[src/rtl/et_sync_pkg.sv]
// Package: shared types for the elapsed-time synchronizer.
package et_sync_pkg;

    // Kind of action a pending time message performs when applied.
    typedef enum logic {
        MODE_INIT = 1'b0,
        MODE_SYNC = 1'b1
    } et_mode_e;

endpackage

[src/rtl/et_time_counter.sv]
// Module: et_time_counter
// Holds the local elapsed time as a coarse and a fine field.
// The fine field counts ticks and carries into the coarse field
// when it overflows. A load overrides the tick in the same cycle.
// Assumes: load and tick are synchronous single-cycle qualifiers.
module et_time_counter #(
    parameter int COARSE_W = 32,
    parameter int FINE_W   = 24
) (
    input  logic                clk,
    input  logic                rst_n,
    input  logic                tick,
    input  logic                load,
    input  logic [COARSE_W-1:0] ld_coarse,
    input  logic [FINE_W-1:0]   ld_fine,
    output logic [COARSE_W-1:0] coarse,
    output logic [FINE_W-1:0]   fine
);
    localparam int TOTAL_W = COARSE_W + FINE_W;
    localparam logic [FINE_W-1:0] FINE_TOP = {FINE_W{1'b1}};

    logic fine_wrap;

    // Detect the fine field about to overflow.
    always_comb begin
        fine_wrap = (fine == FINE_TOP);
    end

    // Counter register: reset, then load, then tick with carry.
    always_ff @(posedge clk) begin
        if (!rst_n) begin
            coarse <= '0;
            fine   <= '0;
        end else if (load) begin
            coarse <= ld_coarse;
            fine   <= ld_fine;
        end else if (tick) begin
            if (fine_wrap) begin
                fine   <= '0;
                coarse <= coarse + 1'b1;
            end else begin
                fine   <= fine + 1'b1;
            end
        end
    end

    // a tick without a load advances the combined value by one (modular)
    p_tick_step_r2: assert property (@(posedge clk) disable iff (!rst_n)
        (tick && !load) |=> ({coarse, fine} == TOTAL_W'($past({coarse, fine}) + 1'b1)));

    // a load wins over a tick in the same cycle
    p_load_wins_r9: assert property (@(posedge clk) disable iff (!rst_n)
        load |=> (coarse == $past(ld_coarse) && fine == $past(ld_fine)));

    // with neither load nor tick the counter holds
    p_idle_hold_r11: assert property (@(posedge clk) disable iff (!rst_n)
        (!load && !tick) |=> ($stable(coarse) && $stable(fine)));

endmodule

[src/rtl/et_msg_hold.sv]
// Module: et_msg_hold
// Stores one pending time message and raises the apply strobe when
// a received time-code matches the stored qualifier. A new write in
// the same cycle replaces the message but leaves that apply intact.
// Assumes: tc_valid is a single-cycle strobe per received code.
module et_msg_hold
    import et_sync_pkg::*;
#(
    parameter int COARSE_W = 32,
    parameter int FINE_W   = 24,
    parameter int TC_W     = 6
) (
    input  logic                clk,
    input  logic                rst_n,
    input  logic                msg_wr,
    input  et_mode_e            wr_mode,
    input  logic [COARSE_W-1:0] wr_coarse,
    input  logic [FINE_W-1:0]   wr_fine,
    input  logic [TC_W-1:0]     wr_qual,
    input  logic                tc_valid,
    input  logic [TC_W-1:0]     tc_value,
    output et_mode_e            pend_mode,
    output logic [COARSE_W-1:0] pend_coarse,
    output logic [FINE_W-1:0]   pend_fine,
    output logic                new_cmd,
    output logic                apply
);
    logic [TC_W-1:0] pend_qual;
    logic            qual_hit;

    // Compare the received time-code against the stored qualifier.
    always_comb begin
        qual_hit = tc_valid && (tc_value == pend_qual);
        apply    = new_cmd && qual_hit;
    end

    // Pending message storage and the new-command flag.
    always_ff @(posedge clk) begin
        if (!rst_n) begin
            new_cmd     <= 1'b0;
            pend_mode   <= MODE_INIT;
            pend_coarse <= '0;
            pend_fine   <= '0;
            pend_qual   <= '0;
        end else if (msg_wr) begin
            new_cmd     <= 1'b1;
            pend_mode   <= wr_mode;
            pend_coarse <= wr_coarse;
            pend_fine   <= wr_fine;
            pend_qual   <= wr_qual;
        end else if (apply) begin
            new_cmd     <= 1'b0;
        end
    end

    // a write makes a message pending on the next cycle
    p_wr_pends_r3: assert property (@(posedge clk) disable iff (!rst_n)
        msg_wr |=> new_cmd);

    // without a time-code strobe a pending message stays pending
    p_pending_holds_r3: assert property (@(posedge clk) disable iff (!rst_n)
        (new_cmd && !tc_valid) |=> new_cmd);

    // an apply without a new write clears the flag
    p_apply_clears_r8: assert property (@(posedge clk) disable iff (!rst_n)
        (apply && !msg_wr) |=> !new_cmd);

    // the latest written message is the one kept
    p_wr_replaces_r10: assert property (@(posedge clk) disable iff (!rst_n)
        msg_wr |=> (pend_coarse == $past(wr_coarse) && pend_fine == $past(wr_fine)));

endmodule

[src/rtl/et_step_cmp.sv]
// Module: et_step_cmp
// Decides whether a synchronize message disagrees with the local
// counter at time-code resolution. The key is the coarse field plus
// the top TC_MAP fine bits. The local key may equal the command key
// or lag it by one step. With JITTER_EN = 0 every compare mismatches,
// which forces the load.
// Assumes: TC_MAP <= FINE_W.
module et_step_cmp #(
    parameter int COARSE_W  = 32,
    parameter int TC_MAP    = 6,
    parameter bit JITTER_EN = 1'b1
) (
    input  logic [COARSE_W-1:0] loc_coarse,
    input  logic [TC_MAP-1:0]   loc_step,
    input  logic [COARSE_W-1:0] cmd_coarse,
    input  logic [TC_MAP-1:0]   cmd_step,
    output logic                mismatch
);
    localparam int KEY_W = COARSE_W + TC_MAP;

    generate
        if (JITTER_EN) begin : g_tolerant
            logic [KEY_W-1:0] loc_key;
            logic [KEY_W-1:0] loc_next;
            logic [KEY_W-1:0] cmd_key;

            // Build keys and accept equality or a one-step lag.
            always_comb begin
                loc_key  = {loc_coarse, loc_step};
                cmd_key  = {cmd_coarse, cmd_step};
                loc_next = loc_key + 1'b1;
                mismatch = !((loc_key == cmd_key) || (loc_next == cmd_key));
            end
        end else begin : g_force
            logic unused_in;

            // No tolerance: every synchronize request counts as a mismatch.
            always_comb begin
                unused_in = ^{loc_coarse, loc_step, cmd_coarse, cmd_step};
                mismatch  = 1'b1 | unused_in;
            end
        end
    endgenerate

endmodule

[src/rtl/et_sync.sv]
// Module: et_sync (top)
// Local elapsed-time counter that takes a pending time message and
// applies it on a qualifying received time-code. Initialize loads the
// counter and marks it in sync. Synchronize loads only on a mismatch
// at time-code resolution, or always when JITTER_EN = 0.
// Assumes: TC_MAP <= FINE_W; all inputs synchronous to clk.
module et_sync
    import et_sync_pkg::*;
#(
    parameter int COARSE_W  = 32,
    parameter int FINE_W    = 24,
    parameter int TC_W      = 6,
    parameter int TC_MAP    = 6,
    parameter bit JITTER_EN = 1'b1
) (
    input  logic                clk,
    input  logic                rst_n,
    input  logic                tick,
    input  logic                msg_wr,
    input  logic                msg_mode,
    input  logic [COARSE_W-1:0] msg_coarse,
    input  logic [FINE_W-1:0]   msg_fine,
    input  logic [TC_W-1:0]     msg_qual,
    input  logic                tc_valid,
    input  logic [TC_W-1:0]     tc_value,
    output logic [COARSE_W-1:0] et_coarse,
    output logic [FINE_W-1:0]   et_fine,
    output logic                new_cmd,
    output logic                in_sync
);
    localparam int STEP_LSB = FINE_W - TC_MAP;

    et_mode_e            wr_mode;
    et_mode_e            pend_mode;
    logic [COARSE_W-1:0] pend_coarse;
    logic [FINE_W-1:0]   pend_fine;
    logic                apply;
    logic                mismatch;
    logic                do_load;
    logic                do_init;

    // Translate the raw mode bit into the package enum.
    always_comb begin
        wr_mode = msg_mode ? MODE_SYNC : MODE_INIT;
    end

    et_msg_hold #(
        .COARSE_W (COARSE_W),
        .FINE_W   (FINE_W),
        .TC_W     (TC_W)
    ) i_hold (
        .clk         (clk),
        .rst_n       (rst_n),
        .msg_wr      (msg_wr),
        .wr_mode     (wr_mode),
        .wr_coarse   (msg_coarse),
        .wr_fine     (msg_fine),
        .wr_qual     (msg_qual),
        .tc_valid    (tc_valid),
        .tc_value    (tc_value),
        .pend_mode   (pend_mode),
        .pend_coarse (pend_coarse),
        .pend_fine   (pend_fine),
        .new_cmd     (new_cmd),
        .apply       (apply)
    );

    et_step_cmp #(
        .COARSE_W  (COARSE_W),
        .TC_MAP    (TC_MAP),
        .JITTER_EN (JITTER_EN)
    ) i_cmp (
        .loc_coarse (et_coarse),
        .loc_step   (et_fine[FINE_W-1:STEP_LSB]),
        .cmd_coarse (pend_coarse),
        .cmd_step   (pend_fine[FINE_W-1:STEP_LSB]),
        .mismatch   (mismatch)
    );

    // Decide whether the applied message rewrites the counter.
    always_comb begin
        do_init = apply && (pend_mode == MODE_INIT);
        do_load = do_init || (apply && mismatch);
    end

    et_time_counter #(
        .COARSE_W (COARSE_W),
        .FINE_W   (FINE_W)
    ) i_cnt (
        .clk       (clk),
        .rst_n     (rst_n),
        .tick      (tick),
        .load      (do_load),
        .ld_coarse (pend_coarse),
        .ld_fine   (pend_fine),
        .coarse    (et_coarse),
        .fine      (et_fine)
    );

    // In-sync flag: set by an applied initialize, kept until reset.
    always_ff @(posedge clk) begin
        if (!rst_n) begin
            in_sync <= 1'b0;
        end else if (do_init) begin
            in_sync <= 1'b1;
        end
    end

    // once in sync the flag stays set
    p_insync_sticky_r5: assert property (@(posedge clk) disable iff (!rst_n)
        in_sync |=> in_sync);

    // an applied initialize lands the full command time
    p_init_loads_r5: assert property (@(posedge clk) disable iff (!rst_n)
        (apply && pend_mode == MODE_INIT) |=>
            (in_sync && et_coarse == $past(pend_coarse) && et_fine == $past(pend_fine)));

    // a tolerated synchronize with no tick leaves the counter alone
    p_sync_keep_r6: assert property (@(posedge clk) disable iff (!rst_n)
        (apply && pend_mode == MODE_SYNC && !mismatch && !tick) |=>
            ($stable(et_coarse) && $stable(et_fine)));

    // with nothing pending and no tick the counter is frozen
    p_quiet_r11: assert property (@(posedge clk) disable iff (!rst_n)
        (!new_cmd && !tick) |=> ($stable(et_coarse) && $stable(et_fine)));

endmodule

[config.mk]
export PLATFORM = sky130hd
export DESIGN_NAME = et_sync
export DESIGN_NICKNAME = d
export VERILOG_FILES = /design/src/rtl/et_sync_pkg.sv /design/src/rtl/et_time_counter.sv /design/src/rtl/et_msg_hold.sv /design/src/rtl/et_step_cmp.sv /design/src/rtl/et_sync.sv
export SDC_FILE = /design/constraint.sdc
export NUM_CORES = 1
export LEC_CHECK = 0
export BUFFER_PORTS_ARGS = -buffer_cell sky130_fd_sc_hd__buf_2
export CAP_MARGIN = 20
export CORE_UTILIZATION = 57
export DETAILED_ROUTE_END_ITERATION = 6
export GPL_TIMING_DRIVEN = 0
export MAX_ROUTING_LAYER = met4
export PLACE_DENSITY = 0.81
export SLEW_MARGIN = 0
export SYNTH_ARGS = -nofsm -noshare
export SYNTH_HDL_FRONTEND = slang
export SYNTH_HIERARCHICAL = 1
export SYNTH_SLANG_ARGS = --single-unit
[constraint.sdc]
create_clock -name clk -period 4.6 [get_ports clk]
set_input_delay 0 -clock clk [delete_from_list [all_inputs] [get_ports clk]]
set_output_delay 0 -clock clk [all_outputs]
set_load 0.1 [all_outputs]
# ---- Yosys cells after proc, flatten, opt, wreduce, memory -nomap -nowiden
# Cells that the tools add are included.
# W data, S select, Z words.
dict set report op_classes {
  n_addsub 3
  n_eq_ne 4
  n_mux 9
  n_bitwise 1
  reduce_logical 11
}
# cell n
set op_table {}
lappend op_table {{$mux W32} 3}
lappend op_table {{$eq A38 B38 Y1} 2}
lappend op_table {{$mux W24} 3}
lappend op_table {{$add A38 B1 Y38 const B} 1}
lappend op_table {{$add A32 B1 Y32 const B} 1}
lappend op_table {{$add A24 B1 Y24 const B} 1}
lappend op_table {{$eq A24 B24 Y1 const B} 1}
lappend op_table {{$eq A6 B6 Y1} 1}
lappend op_table {{$reduce_bool A2 Y1} 3}
lappend op_table {{$logic_and A1 B1 Y1} 4}
lappend op_table {{$mux W1} 3}
lappend op_table {{$logic_or A1 B1 Y1} 2}
lappend op_table {{$reduce_and A2 Y1} 1}
lappend op_table {{$logic_not A1 Y1} 1}
lappend op_table {{$not A1 Y1} 1}
dict set report totals {
  reg_bits 121
  inputBits 74
  out_inout_bits 58
  elab_cells 36
}

# ---- Depth between registers and ports, before layout
dict set report logic_depth {
  ltp_word 8
  mapped_depth 18
}

# ---- Hierarchy
# Netlist, hierarchy kept.
# module n_inst cells_per_inst area_per_inst_um2 seq_area_each_um2
set modules_own_cells {}
lappend modules_own_cells {et_time_counter 1 393 3144.3 1121.1}
lappend modules_own_cells {et_msg_hold 1 215 2479.9 1281.2}
lappend modules_own_cells {et_step_cmp 1 245 1675.4 0.0}
lappend modules_own_cells {et_sync 1 5 45.0 20.0}

# ---- Least setup slack after synthesis
# Ideal clock, no wire load.
dict set report synth_timing {
  kind {flip-flop to flip-flop}
  from {register i_cnt.fine[19]}
  to {register i_cnt.fine[14]}
  setup_time_ns 0.075
  t_arrival_ns 4.449
  required_time_ns 4.525
  setup_slack_ns 0.076
  stages_incl_launch_ff 19
  n_path_buf 2
  synth_period_minus_slack_ns 4.524
  cell_sequence {dfxtp_1 > ha_1 > nand3_1 > nor2_1 > clkbuf_1 > nand4_1 > xor2_1 > a221oi_1 > a21o_1 > and4_1 > a31oi_1 > inv_1 > a21boi_0 > clkbuf_1 > nor2_1 > nor3_1 > nand4_1 > xor2_1 > o21ai_0}
}
dict set report synth_between {
  elab_chain_len 7
  word_cells_on_any_way 12
  classes_between {1 x add/sub; 3 x eq/ne; 3 x mux; 5 x reduce/logical}
}
# item line_no
set synth_rtl {}
lappend synth_rtl {{start, declared} et_time_counter.sv:17} ;# output logic [FINE_W-1:0] fine
lappend synth_rtl {{start signal, assigned} et_time_counter.sv:36} ;# fine <= ld_fine;
lappend synth_rtl {{start signal, assigned} et_time_counter.sv:42} ;# fine <= fine + 1'b1;
lappend synth_rtl {{$add A38 B1 Y38} et_step_cmp.sv:31} ;# loc_next = loc_key + 1'b1;
lappend synth_rtl {{$eq A38 B38 Y1} et_step_cmp.sv:32} ;# mismatch = !((loc_key == cmd_key) || (loc_next == cmd_key));
lappend synth_rtl {{$logic_or A1 B1 Y1 (*)} et_step_cmp.sv:32}
lappend synth_rtl {{$logic_not A1 Y1 (*)} et_step_cmp.sv:32}
lappend synth_rtl {{named net mismatch} et_sync.sv:38} ;# logic mismatch;
lappend synth_rtl {{$logic_and A1 B1 Y1 (*)} et_sync.sv:83} ;# do_load = do_init || (apply && mismatch);
lappend synth_rtl {{$logic_or A1 B1 Y1 (*)} et_sync.sv:83}
lappend synth_rtl {{named net do_load} et_sync.sv:39} ;# logic do_load;
lappend synth_rtl {{$mux W24 or $reduce_bool A2 Y1 (tied branches)} n/a}
# The timed path passes the listed nets; every way through them passes the cells marked *. The select of a mux whose other input is x is not followed.
# A chain may end at the register's enable or synchronous reset.

# ---- Worst setup path in the final report
dict set report layout_timing {
  from {register i_cnt.fine[19]}
  to {register i_cnt.fine[10]}
}
# The elaborated chain is that of the path after synthesis.

==> impl_metrics.ini <==
[status]
outcome = completed

[clocking]
clock_path_buffers = 2
cts-root-buf = sky130_fd_sc_hd__clkbuf_16
numClockSinks = 121
post-cts-setup-buffer-count = 0
clkLatencyLatePin_ns = 0.42
worst_setup_hold_path_clk_slew_ns = 0.06
cts_tree = yes
htree_num_levels = 4
cts_buffers = 17

[detailed_routing]
first_iter_violations = 881
drt_drc_violations_left = 0
finalWirelength_um = 24600
drt_pass1_iterations = 5
viasPerCell = 5.99
detail_route.wl_per_cell_um = 19.5
route.antenna.remaining_nets = 0
dr_total_vias = 7572

[flow_run]
maxCapViolations = 0

[timing]
whs_ns = 0.0595
finalWorstPathRequiredPeriod_ns = 4.41
finalWorstSetupSlack_ns = 0.189
fmax_ghz = 0.227
relSlewSlack = 0.566
setup-violations-final = 0
final-max-slew-violation-count = 0
timing.final.crit_share = 0.959
worst-slew-pin-transition_ns = 0.645
hold_viol_final = 0
clock_skew_ns = 0.00870
grt_setup_unrepaired = no

[global_route]
globalRouteTotalUtil = 0.388
grt_overflow = 0
grt_first_pass_wirelength_um = 37800
number_of_global_route_vias_before_repair = 7111
pin_count_of_the_biggest_net_entering_global_routing = 17
grt_antenna_before_repair = 0

[die]
num_io_pins = 132
die_w_um = 116
floorplan.initialDensity = 0.584
std_cell_rows = 41
chipHeight_um = 116
die_area_um2 = 13300
core-area_um2 = 12600

[synthesis]
post_synth_fa_ha_maj_area_fraction = 0.00511
ys_warn_count = 6
yosys_most_used_dff = sky130_fd_sc_hd__dfxtp_1
post_synth_main_area_contributors = sky130_fd_sc_hd__dfxtp_1 33%, sky130_fd_sc_hd__mux2i_1 10%, sky130_fd_sc_hd__xnor2_1 6.7%
synth_sequential_area_ratio = 0.330
yosys.area.top_type = sky130_fd_sc_hd__dfxtp_1
netlist_area_um2 = 7340
synthMuxAreaShare = 0.105
avg_synthesized_cell_area_um2 = 8.56
synth_compound_gate_area_share = 0.141
synthArstFlopShare = 0
post_synth_num_cell_types = 65
syn_nets = 935
post_synth_xor_area_fraction = 0.107
post_synthesis_simple_gate_area_fraction = 0.266
synth.ff_latch_count = 121
largest_family_of_logic_cells_by_synthesized_area = simple AND/OR/NAND/NOR gates
synth-edff-count = 0
syn-instance-count = 858
synth.top_cell.area_share = 0.330

[layout]
design.final.nets = 1156
insertedDiodeCount = 0
final_common_cell = sky130_fd_sc_hd__buf_2
post_route_cells_drive_above_1_share = 0.199
final_cell_mix = 134 x sky130_fd_sc_hd__buf_2, 119 x sky130_fd_sc_hd__dfxtp_1, 76 x sky130_fd_sc_hd__mux2i_1
fill_cells = 870
postLayoutCoreUtil = 0.764
area_growth_syn_to_layout_pct = 30.7

[worst_setup_path]
worst_path_largest_cell_delay_ns = 0.46
buffers_inverters_on_critical_path = 3
critPathSlowestCell = sky130_fd_sc_hd__dfxtp_2
crit_path_max_fanout = 10
crit_path_frequent_cell = sky130_fd_sc_hd__nor2_1
worst_ep_required_time_ns = 4.88
critical_path_class = reg2reg
critical_path.endpoint_type = register
crit_chain = ha_2, nand3_1, nor2_1, buf_2, nand4_1, xor2_1, a32oi_1, a2111oi_1, and4_1, a31oi_1, inv_1, a21boi_1, clkbuf_4, nor2_1, nor3_2, and3_1, xnor2_1, o21ai_0
startpoint_type_of_the_worst_setup_path = register
path_delay_family = simple AND/OR/NAND/NOR gates
worstPathArrival_ns = 4.69

[placement]
buffer_ports.inserted = 130
place_ws_ns = -0.682
hpwlAfterDp_um = 16400
globalplace.congestion = 0.984

[worst_hold_path]
class_of_the_tightest_hold_or_removal_check = in2reg

[pwr]
total_power_mw = 2.81
power.leakage_nw = 3.94
max-vdd-ir-drop_mv = 0.336
power_density_nw_per_um2 = 293
## routing by layer
layer	GRT usage	vias up	routed length, um
met5	-	-	0
met4	0.160	0	709
met3	0.0774	69	1970
met2	0.626	384	11800
met1	0.474	3526	10100
li1	-	3593	-
## timing repair
action                                  in CTS  in global routing
hold buffers                                72                  0
endpoints found under the setup margin      54                 54
hold endpoints to repair                    65                  0
resized for setup                           12                 17
## synthesized netlist by cell type (all sizes together) (17+ instances only)
cell    count
o21ai      61
and3       21
a31oi      30
nor2       30
xnor2      56
nor2b      64
a21oi      27
mux2i      76
dfxtp     121
nand2      54
xor2       34
buf        17
nand4      42
nand3      35
clkbuf     31
inv        18
## worst min-delay path: stages
cell	delay, ns
sky130_fd_sc_hd__buf_2	0.17
sky130_fd_sc_hd__nor3_1	0.06
sky130_fd_sc_hd__a21oi_1	0.11
sky130_fd_sc_hd__o22ai_1	0.09
## final cells by class
type / count / area [um^2] / area share
multi-input cells: 671 / 4620 / 0.482
flip-flops and latches: 121 / 2420 / 0.253
repair buffers: 202 / 1370 / 0.143
clock buffers: 20 / 467 / 0.0486
plain buffers: 48 / 288 / 0.0300
well taps: 172 / 215 / 0.0224
clock inverters: 12 / 141 / 0.0147
inverters: 18 / 67.6 / 0.00704
## sequential cells by signal, summed over array words and instances, names as in the netlist
register / count
i_cnt/coarse: 32
i_cnt/fine: 24
i_hold/new_cmd: 1
i_hold/pend_coarse: 32
i_hold/pend_fine: 24
i_hold/pend_mode: 1
i_hold/pend_qual: 6
in_sync: 1
## metrics by stage
stage                     std cells  TNS (ns)  cell area [um^2]
after floorplan                 858         0              7340
after global placement         1160    -25.79              8210
after detailed placement       1160    -25.64              8210
after CTS                      1264         0              9560
after global routing           1264         0              9600
final                          1264         0              9600
## final timing paths
path,from,endpoint,slack (ns),depth (start not counted)
hold reg to reg,i_hold/pend_fine[13],i_cnt/fine[13],0.46,2
setup / recovery,i_cnt/fine[19],i_cnt/fine[10],0.19,18
setup reg to reg,i_cnt/fine[19],i_cnt/fine[10],0.19,18
hold / removal,tick,i_cnt/fine[23],0.06,4
## kinds of logic (layout without fill, tap and decap cells)
logic type / after synthesis / after routing
and+or+nand+nor: 332 / 332
DFF: 121 / 121
AOI/OAI and AO/OA: 169 / 169
muxes: 77 / 77
adders and majority gates: 3 / 3
xor gates and xnor gates: 90 / 90
buffers and inverters: 66 / 300
## power by group
part	leakage [nW]	total, mW	internal [mW]	switching [mW]
clock network	0.293	1.36	0.846	0.511
logic	2.66	0.323	0.160	0.162
registers	0.989	1.13	1.09	0.0438
total	3.94	2.81	2.09	0.717
Note: power is estimated with default switching activity, not from simulation.
